==> config.mk <==
export PLATFORM = sky130hd
export DESIGN_NAME = bus_widener
export DESIGN_NICKNAME = d
export VERILOG_FILES = /design/src/rtl/bus_widener.sv
export SDC_FILE = /design/constraint.sdc
export NUM_CORES = 1
export LEC_CHECK = 0
export BUFFER_PORTS_ARGS = -buffer_cell sky130_fd_sc_hd__buf_2
export CAP_MARGIN = 10
export CORE_MARGIN = 3
export CORE_UTILIZATION = 46
export DETAILED_ROUTE_END_ITERATION = 12
export GPL_TIMING_DRIVEN = 1
export PLACE_DENSITY = 0.83
export SYNTH_ARGS = -nofsm -noshare
export SYNTH_HDL_FRONTEND = slang
export SYNTH_SLANG_ARGS = --single-unit
export TNS_END_PERCENT = 5
==> constraint.sdc <==
create_clock -name clk -period 1.38 [get_ports clk]
set_input_delay 0.138 -clock clk [delete_from_list [all_inputs] [get_ports clk]]
set_output_delay 0.138 -clock clk [all_outputs]
set_load 0.1 [all_outputs]
==> src/rtl/bus_widener.sv <==
module bus_widener #(
  parameter int HW = 8,
  parameter int AW = 3,
  parameter int KW = 3
) (
  input  logic          clk,
  input  logic          rst_n,
  input  logic          mode_narrow,
  input  logic          hst_cs,
  input  logic          hst_we,
  input  logic [AW-1:0] hst_addr,
  input  logic [HW-1:0] hst_wdata,
  output logic [HW-1:0] hst_rdata,
  output logic          cyc_req,
  output logic [KW-1:0] cyc_kind,
  output logic [HW-1:0] cyc_lo,
  input  logic          wr_cyc,
  input  logic          rd_data_n,
  input  logic          rd_irpt_n,
  input  logic [HW-1:0] bus_hi_i,
  output logic [HW-1:0] bus_hi_o,
  output logic          bus_hi_oe
);
  localparam logic [AW-1:0] A_DATA  = AW'(0);
  localparam logic [AW-1:0] A_SEL   = AW'(1);
  localparam logic [AW-1:0] A_MASK  = AW'(2);
  localparam logic [AW-1:0] A_STAT  = AW'(3);
  localparam logic [AW-1:0] A_UPOUT = AW'(4);
  localparam logic [AW-1:0] A_UPIN  = AW'(5);

  localparam logic [KW-1:0] K_NONE = KW'(0);
  localparam logic [KW-1:0] K_WR   = KW'(1);
  localparam logic [KW-1:0] K_RD   = KW'(2);
  localparam logic [KW-1:0] K_SEL  = KW'(3);
  localparam logic [KW-1:0] K_MASK = KW'(4);
  localparam logic [KW-1:0] K_STAT = KW'(5);

  logic [KW-1:0] kind_d;
  logic          start_d;
  logic [HW-1:0] out_q, in_q;
  logic          rd_prev_q;
  logic          rd_all_n, cap;

  always_comb begin
    kind_d = K_NONE;
    case (hst_addr)
      A_DATA: kind_d = hst_we ? K_WR : K_RD;
      A_SEL:  if (hst_we)  kind_d = K_SEL;
      A_MASK: if (hst_we)  kind_d = K_MASK;
      A_STAT: if (!hst_we) kind_d = K_STAT;
      default: kind_d = K_NONE;
    endcase
  end

  assign start_d  = hst_cs && (kind_d != K_NONE);
  assign rd_all_n = rd_data_n & rd_irpt_n;
  assign cap      = rd_all_n & ~rd_prev_q;

  always_ff @(posedge clk) begin
    if (!rst_n) begin
      cyc_req   <= 1'b0;
      cyc_kind  <= K_NONE;
      cyc_lo    <= '0;
      out_q     <= '0;
      in_q      <= '0;
      rd_prev_q <= 1'b1;
    end else begin
      cyc_req   <= start_d;
      rd_prev_q <= rd_all_n;
      if (start_d) begin
        cyc_kind <= kind_d;
        cyc_lo   <= hst_we ? hst_wdata : '0;
      end
      if (hst_cs && hst_we && hst_addr == A_UPOUT) out_q <= hst_wdata;
      if (cap) in_q <= bus_hi_i;
    end
  end

  assign bus_hi_o  = out_q;
  assign bus_hi_oe = wr_cyc & ~mode_narrow;
  assign hst_rdata = (hst_cs && !hst_we && hst_addr == A_UPIN)
                     ? (mode_narrow ? '1 : in_q) : '0;
endmodule


==> results of run 1 <==
[logic make-up after synthesis]
kind of cell              count (synthesis)  synth area share
buffers and inverters                    12           0.04803
DFF                                      29            0.4549
and+or+nand+nor                          43            0.1833
muxes                                     8           0.06275
AOI/OAI and AO/OA                        44            0.2441
xor gates and xnor gates                  1          0.006864
[metrics by stage]
step | util | instances | hold WS, ps | setup WS (ps)
5_1_grt | 0.6881 | 227 | 30.52 | 56.45
3_3_place_gp | 0.6647 | 219 | 347.3 | 75.12
4_1_cts | 0.6862 | 227 | 2.563 | 41.14
6_report | 0.6881 | 227 | 15.16 | 111.3
3_5_place_dp | 0.6647 | 219 | 353.0 | 38.00
2_1_floorplan | - | 137 | 245.1 | -229.4
[area by class of cell]
cell class	instances	area, sq um
inverters	3	11.26
repair buffers	61	440.4
clock inverters	3	17.52
multi-input cells	96	641.9
clock buffers	5	37.54
fillers	204	800.8
well taps	30	37.54
flip-flops and latches	29	580.6
[metal layers]
metal  up-vias  global-route usage
li1        605                   -
met1       558              0.2442
met2        47              0.3206
met3         5             0.04605
met4         0             0.07767
met5         -                   0
[repair_timing]
item                                    in CTS  in global routing
hold endpoints to repair                     0                  0
endpoints found under the setup margin       0                  8
resized for setup                            0                  1
buffers inserted                             0                  0
[critical path, delay by kind of cell]
family	cells	cell delay, ps
buffers and inverters	2	380
AO/OA/AOI/OAI	1	220
AND/OR/NAND/NOR	2	400
[placed cells by master, fill, tap and decap left out, types with 2 or more instances in the layout]
master     netlist  final
inv_1            2      2
clkbuf_4         0      5
a21oi_1         10     10
buf_4            0      6
nand2_1         11     11
o21a_1           8      8
dfxtp_1         29     29
buf_2            7     47
nand3_1         10     10
o2bb2ai_1        8      8
mux2i_1          8      8
o21ai_0          2      2
nor2_1           8      8
buf_12           0      8
nand2b_1         3      3
nor2b_1          3      2
clkinv_2         0      2
a31oi_1          2      2
o21ai_1          9      9
nand3b_1         2      2
[how the worst min path moves through the flow]
stage	from	endpoint	slack, ps	cells after the start
after CTS	rd_irpt_n	rd_prev_q	3	3
after global routing	hst_wdata[7]	cyc_lo[7]	30	2
after floorplan	rd_irpt_n	rd_prev_q	250	2
after global placement	rd_irpt_n	rd_prev_q	350	3
final	rd_irpt_n	rd_prev_q	20	3
after detailed placement	rd_irpt_n	rd_prev_q	350	3
[power by group]
part           switching [mW]  internal, mW  total, mW
combinational           0.254        0.0996      0.354
sequential             0.0122         0.861      0.873
clock                   0.294         0.192      0.486
total                   0.561          1.15       1.71
[state kept, by name, summed over array words and instances (netlist names)]
| name | flops |
|---|---|
| cyc_kind | 3 |
| cyc_req | 1 |
| in_q | 8 |
| bus_hi_o | 8 |
| cyc_lo | 8 |
| rd_prev_q | 1 |
==> summary.md, run 1 <==
| Metric | Value |
|---|---|
| Share of layout cells above drive strength 1 | `0.3858` |
| Final setup skew | `8.091 ps` |
| Initial Utilization | `0.4971` |
| DIE WIDTH | `58.67 um` |
| GR Overflow Total | `0` |
| Register area share after synthesis | `0.4549` |
| Final ANT Viol Nets | `0` |
| Cell with the most instances after synthesis | `dfxtp_1` |
| Ant diodes | `0` |
| CTS Buffer Depth | `2` |
| Antenna violations before repair | `0` |
| Final Cell Area | `0.001767 sq mm` |
| Unrepaired setup endpoints after global routing | `no` |
| Max Slew Vio Count | `0` |
| Clock slew at the register clock pins of the worst setup and hold paths | `100 ps` |
| Slew HR | `0.6608` |
| Mean Syn Cell Area | `9.316 sq um` |
| DIE AREA | `0.003442 sq mm` |
| Start point of the critical path | `hst_addr[0]` |
| WL per Instance | `13.66 um` |
| Ranking of synthesized cells by area | `dfxtp_1 (45%), mux2i_1 (6.3%), o2bb2ai_1 (5.5%)` |
| Tmin final | `1269 ps` |
| Syn nets | `164` |
| Startpoint Class | `input pin` |
| CTS tree | `built` |
| Critical path type | `in2out` |
| Final Hold Fails | `0` |
| Global-route wire length before repair | `5168 um` |
| Num rows | `18` |
| Worst setup path endpoint | `hst_rdata[2]` |
| Final wirelength | `3101 um` |
| P&R area growth vs syn | `38.43%` |
| M1 WL | `1291 um` |
| Post-synth top area cell | `dfxtp_1` |
| Setup violation total in the final timing report | `0` |
| RePlAce Congestion | `0.8010` |
| Port bufs | `55` |
| I/O pins | `56` |
| CTS Root Cell | `clkbuf_4` |
| Peak Freq | `788.2 MHz` |
| CP max stage delay | `240 ps` |
| CTS Hold Buffers Added | `0` |
| CTS buffer count | `5` |
| Leak | `0.8063 nW` |
| Worst EP required | `1240 ps` |
| Crit end category | `output port` |
| YS warnings | `0` |
| Largest net degree at the start of global routing | `15` |
| Residual DRC count | `0` |
| Tcrit/Tclk final | `0.9193` |
| Initial drt markers | `50` |
| Die H | `58.67 um` |
| Yosys reg bits | `29` |
| Vias in the first global route | `1172` |
| Max Cap Viol | `0` |
| RR Endpoint | `in_q[7]` |
| Nets | `223` |
| DR top layer | `met4` |
| Register-to-Register Setup Slack | `200 ps` |
| HPWL Detailed | `2434 um` |
| Worst-Margin Slew | `507.3 ps` |
| RR Startpoint | `rd_prev_q` |
| Setup tns final | `0 ps` |
| Clk_lat worst skew | `320 ps` |
| Number of detailed-routing iterations run before antenna repair | `4` |
| Final Power | `1.713 mW` |
| Synth top area share | `0.4549` |
| Post-synth EDFFs | `0` |
| Sink Count | `29` |
| Synth top cells by count | `dfxtp_1 (29), nand2_1 (11), a21oi_1 (10), nand3_1 (10), o21ai_1 (9)` |
| Met3 wire len | `260 um` |
| DR vias | `1215` |
| HP Class | `in2reg` |
| Pwr Density | `969.5 mW/mm^2` |
| Crit Path Max Fanout | `8` |
| Mapped cell area | `0.001276 sq mm` |
| Routed wl met2 | `1504 um` |
| CORE AREA | `0.002567 sq mm` |
| Synthesized instance count | `137` |
| Post-synth ARST share | `0` |
| Avg Vias per Cell | `5.352` |
| Global Route Usage Sum | `0.1942` |
| H-Tree Depth | `2` |
| DP Area | `0.001707 sq mm` |
| Crit path DAT | `1130 ps` |
| Critical path cell sequence | `buf_2 -> nand2b_1 -> nor2_4 -> o21a_1 -> buf_12` |
| Outcome | `finished, final reports clean` |
| Slowest CP cell | `nor2_4` |
| Post-synth top flop | `dfxtp_1` |
| R2R depth | `3` |
| Synth unique cells | `31` |
| Worst vdd ir | `812.4 uV` |
Note: power is estimated with default switching activity, not from simulation.
==> run 2: changes to the inputs <==
RECOVER_POWER = 50   (was not set)
==> run 2 against run 1 <==
  * Fmax hardly changed
  * Power is 0.32% lower
  * Clock power hardly changed
  * Register-to-register slack hardly changed
  * Worst setup slack worse by 1.1 ps
  * Clock skew is 0.61 ps higher
  * Die area stayed put
  * Clock-buffer cell count stayed put
  * Global-route usage stayed put
  * Sequential share of layout area is 0.28 points higher
  * Largest cell class unchanged
==> summary.md, run 2 (synthesis results as in run 1) <==
| Metric | Value |
|---|---|
| Outcome | `finished, final reports clean` |
| Final std cells w/o fill | `227 (unchanged)` |
| Setup violation total in the final timing report | `0 (unchanged)` |
| Setup slack after placement | `38.00 ps (unchanged)` |
| Worst EP required | `1240 ps (about the same)` |
| Setup ws final | `110.3 ps (-1.065 ps)` |
| Routing usage on met2 | `0.3206 (unchanged)` |
| DIE AREA | `0.003442 sq mm (unchanged)` |
| Share of layout cells above drive strength 1 | `0.3655 (-0.02030)` |
| Hold Path Origin | `rd_irpt_n` |
| GR Overflow Total | `0 (unchanged)` |
| Vias in the first global route | `1172 (unchanged)` |
| Setup tns final | `0 ps (unchanged)` |
| Residual DRC count | `0 (unchanged)` |
| Slowest CP cell | `nor2_4` |
| Register-to-Register Setup Slack | `200 ps (about the same)` |
| Worst vdd ir | `810.5 uV (-0.24%)` |
| Peak Freq | `787.6 MHz (about the same)` |
| Clock slew at the register clock pins of the worst setup and hold paths | `100 ps (about the same)` |
| CTS buffer count | `5 (unchanged)` |
| RR Startpoint | `rd_prev_q` |
| Clk_lat worst skew | `320 ps (about the same)` |
| Leak | `0.7892 nW (-2.1%)` |
| Fill cells | `209 (+2.5%)` |
| Final Power | `1.707 mW (-0.32%)` |
| CORE AREA | `0.002567 sq mm (unchanged)` |
| HPWL Detailed | `2434 um (unchanged)` |
| Max Slew Vio Count | `0 (unchanged)` |
| Tcrit/Tclk final | `0.9201 (about the same)` |
| Number of detailed-routing iterations run before antenna repair | `4 (unchanged)` |
| Startpoint Class | `input pin` |
| CTS Buffer Depth | `2 (unchanged)` |
| RePlAce Congestion | `0.8010 (unchanged)` |
| Final ANT Viol Nets | `0 (unchanged)` |
| Final Hold Fails | `0 (unchanged)` |
| Initial drt markers | `45 (-10%)` |
| Slew HR | `0.6401 (-0.02062)` |
| Num rows | `18 (unchanged)` |
| DIE WIDTH | `58.67 um (unchanged)` |
| DR vias | `1216 (+0.082%)` |
| Max Cap Viol | `0 (unchanged)` |
| DP Cell Count | `219 (unchanged)` |
| Crit Path Max Fanout | `8 (unchanged)` |
| Tmin final | `1270 ps (+1.065 ps)` |
| CP max stage delay | `240 ps (about the same)` |
| Unrepaired setup endpoints after global routing | `no` |
| Final wirelength | `3100 um (about the same)` |
| Crit end category | `output port` |
| Antenna violations before repair | `0 (unchanged)` |
| WL per Instance | `13.66 um (about the same)` |
| Critical path type | `in2out` |
| Avg Vias per Cell | `5.357 (about the same)` |
| Die H | `58.67 um (unchanged)` |
| P&R area growth vs syn | `37.25%` |
| Start point of the critical path | `hst_addr[0]` |
| Commonest non-fill, non-tap cell in the layout | `buf_2` |
| Global-route wire length before repair | `5168 um (unchanged)` |
| Nets | `223 (unchanged)` |
| Most frequent cells in the layout | `buf_2 (38), dfxtp_1 (29), nand2_1 (11)` |
| CTS tree | `built` |
| Worst-Margin Slew | `542.1 ps (+34.76 ps)` |
| Ant diodes | `0 (unchanged)` |
| Postcts setup bufs | `0 (unchanged)` |
| Met1 Use GR | `0.2442 (unchanged)` |
| Grt peak-use layer | `met2` |
| Sink Count | `29 (unchanged)` |
| Post-layout util | `0.6823 (-0.005848)` |
| I/O pins | `56 (unchanged)` |
| Critical path cell sequence | `buf_2 -> nand2b_1 -> nor2_4 -> o21a_1 -> buf_12` |
| Final setup skew | `8.705 ps (+0.6140 ps)` |
| Largest net degree at the start of global routing | `15 (unchanged)` |
| H-Tree Depth | `2 (unchanged)` |
| Port bufs | `55 (unchanged)` |
| Pwr Density | `974.6 mW/mm^2 (+0.53%)` |
| Crit path DAT | `1130 ps (about the same)` |
| CTS Root Cell | `clkbuf_4` |
| Met3 Use GR | `0.04605 (unchanged)` |
| Initial Utilization | `0.4971 (unchanged)` |
| HP Class | `in2reg` |
| Global Route Usage Sum | `0.1942 (unchanged)` |
-- run 2: repair_timing --
item,in CTS,in global routing
gates resized for setup,0,1
endpoints found under the setup margin,0,8
hold buffers,0,0
-- run 2: worst max-delay path: cells and delay by family --
family / cells / cell delay, ps
AND/OR/NAND/NOR: 2 / 400
buffers and inverters: 2 / 380
AO/OA/AOI/OAI: 1 / 220
-- run 2: through the flow --
stage	hold WS (ps)	instance area, sq um
floorplan	245.1	1279
global placement	347.3	1707
detailed placement	353.0	1707
CTS	2.563	1762
global route	30.52	1752
finish	15.71	1752
-- run 2: area by class of cell --
cell class                      count  area [sq um]  area share
Clock buffer                        5         37.54     0.02143
Tap cell                           30         37.54     0.02143
Timing Repair Buffer               61         431.7      0.2464
Clock inverter                      3         17.52     0.01000
Multi-Input combinational cell     96         635.6      0.3629
Sequential cell                    29         580.6      0.3314
Inverter                            3         11.26    0.006429
-- run 2: layer usage --
metal	wire (um)	vias to the layer above
met4	46	0
met5	0	-
met1	1316	562
li1	-	605
met3	237	5
met2	1500	44
-- run 2: final timing paths --
check        depth (start not counted)           end
max                                  5  hst_rdata[2]
min                                  3     rd_prev_q
max reg2reg                          3       in_q[7]
min reg2reg                          2     cyc_lo[3]
-- run 2: report_power, final --
| group | total [mW] | leakage [nW] | internal, mW | switching (mW) |
|---|---|---|---|---|
| registers | 0.873 | 0.235 | 0.861 | 0.0123 |
| logic | 0.348 | 0.523 | 0.0954 | 0.252 |
| clock network | 0.487 | 0.0310 | 0.192 | 0.295 |
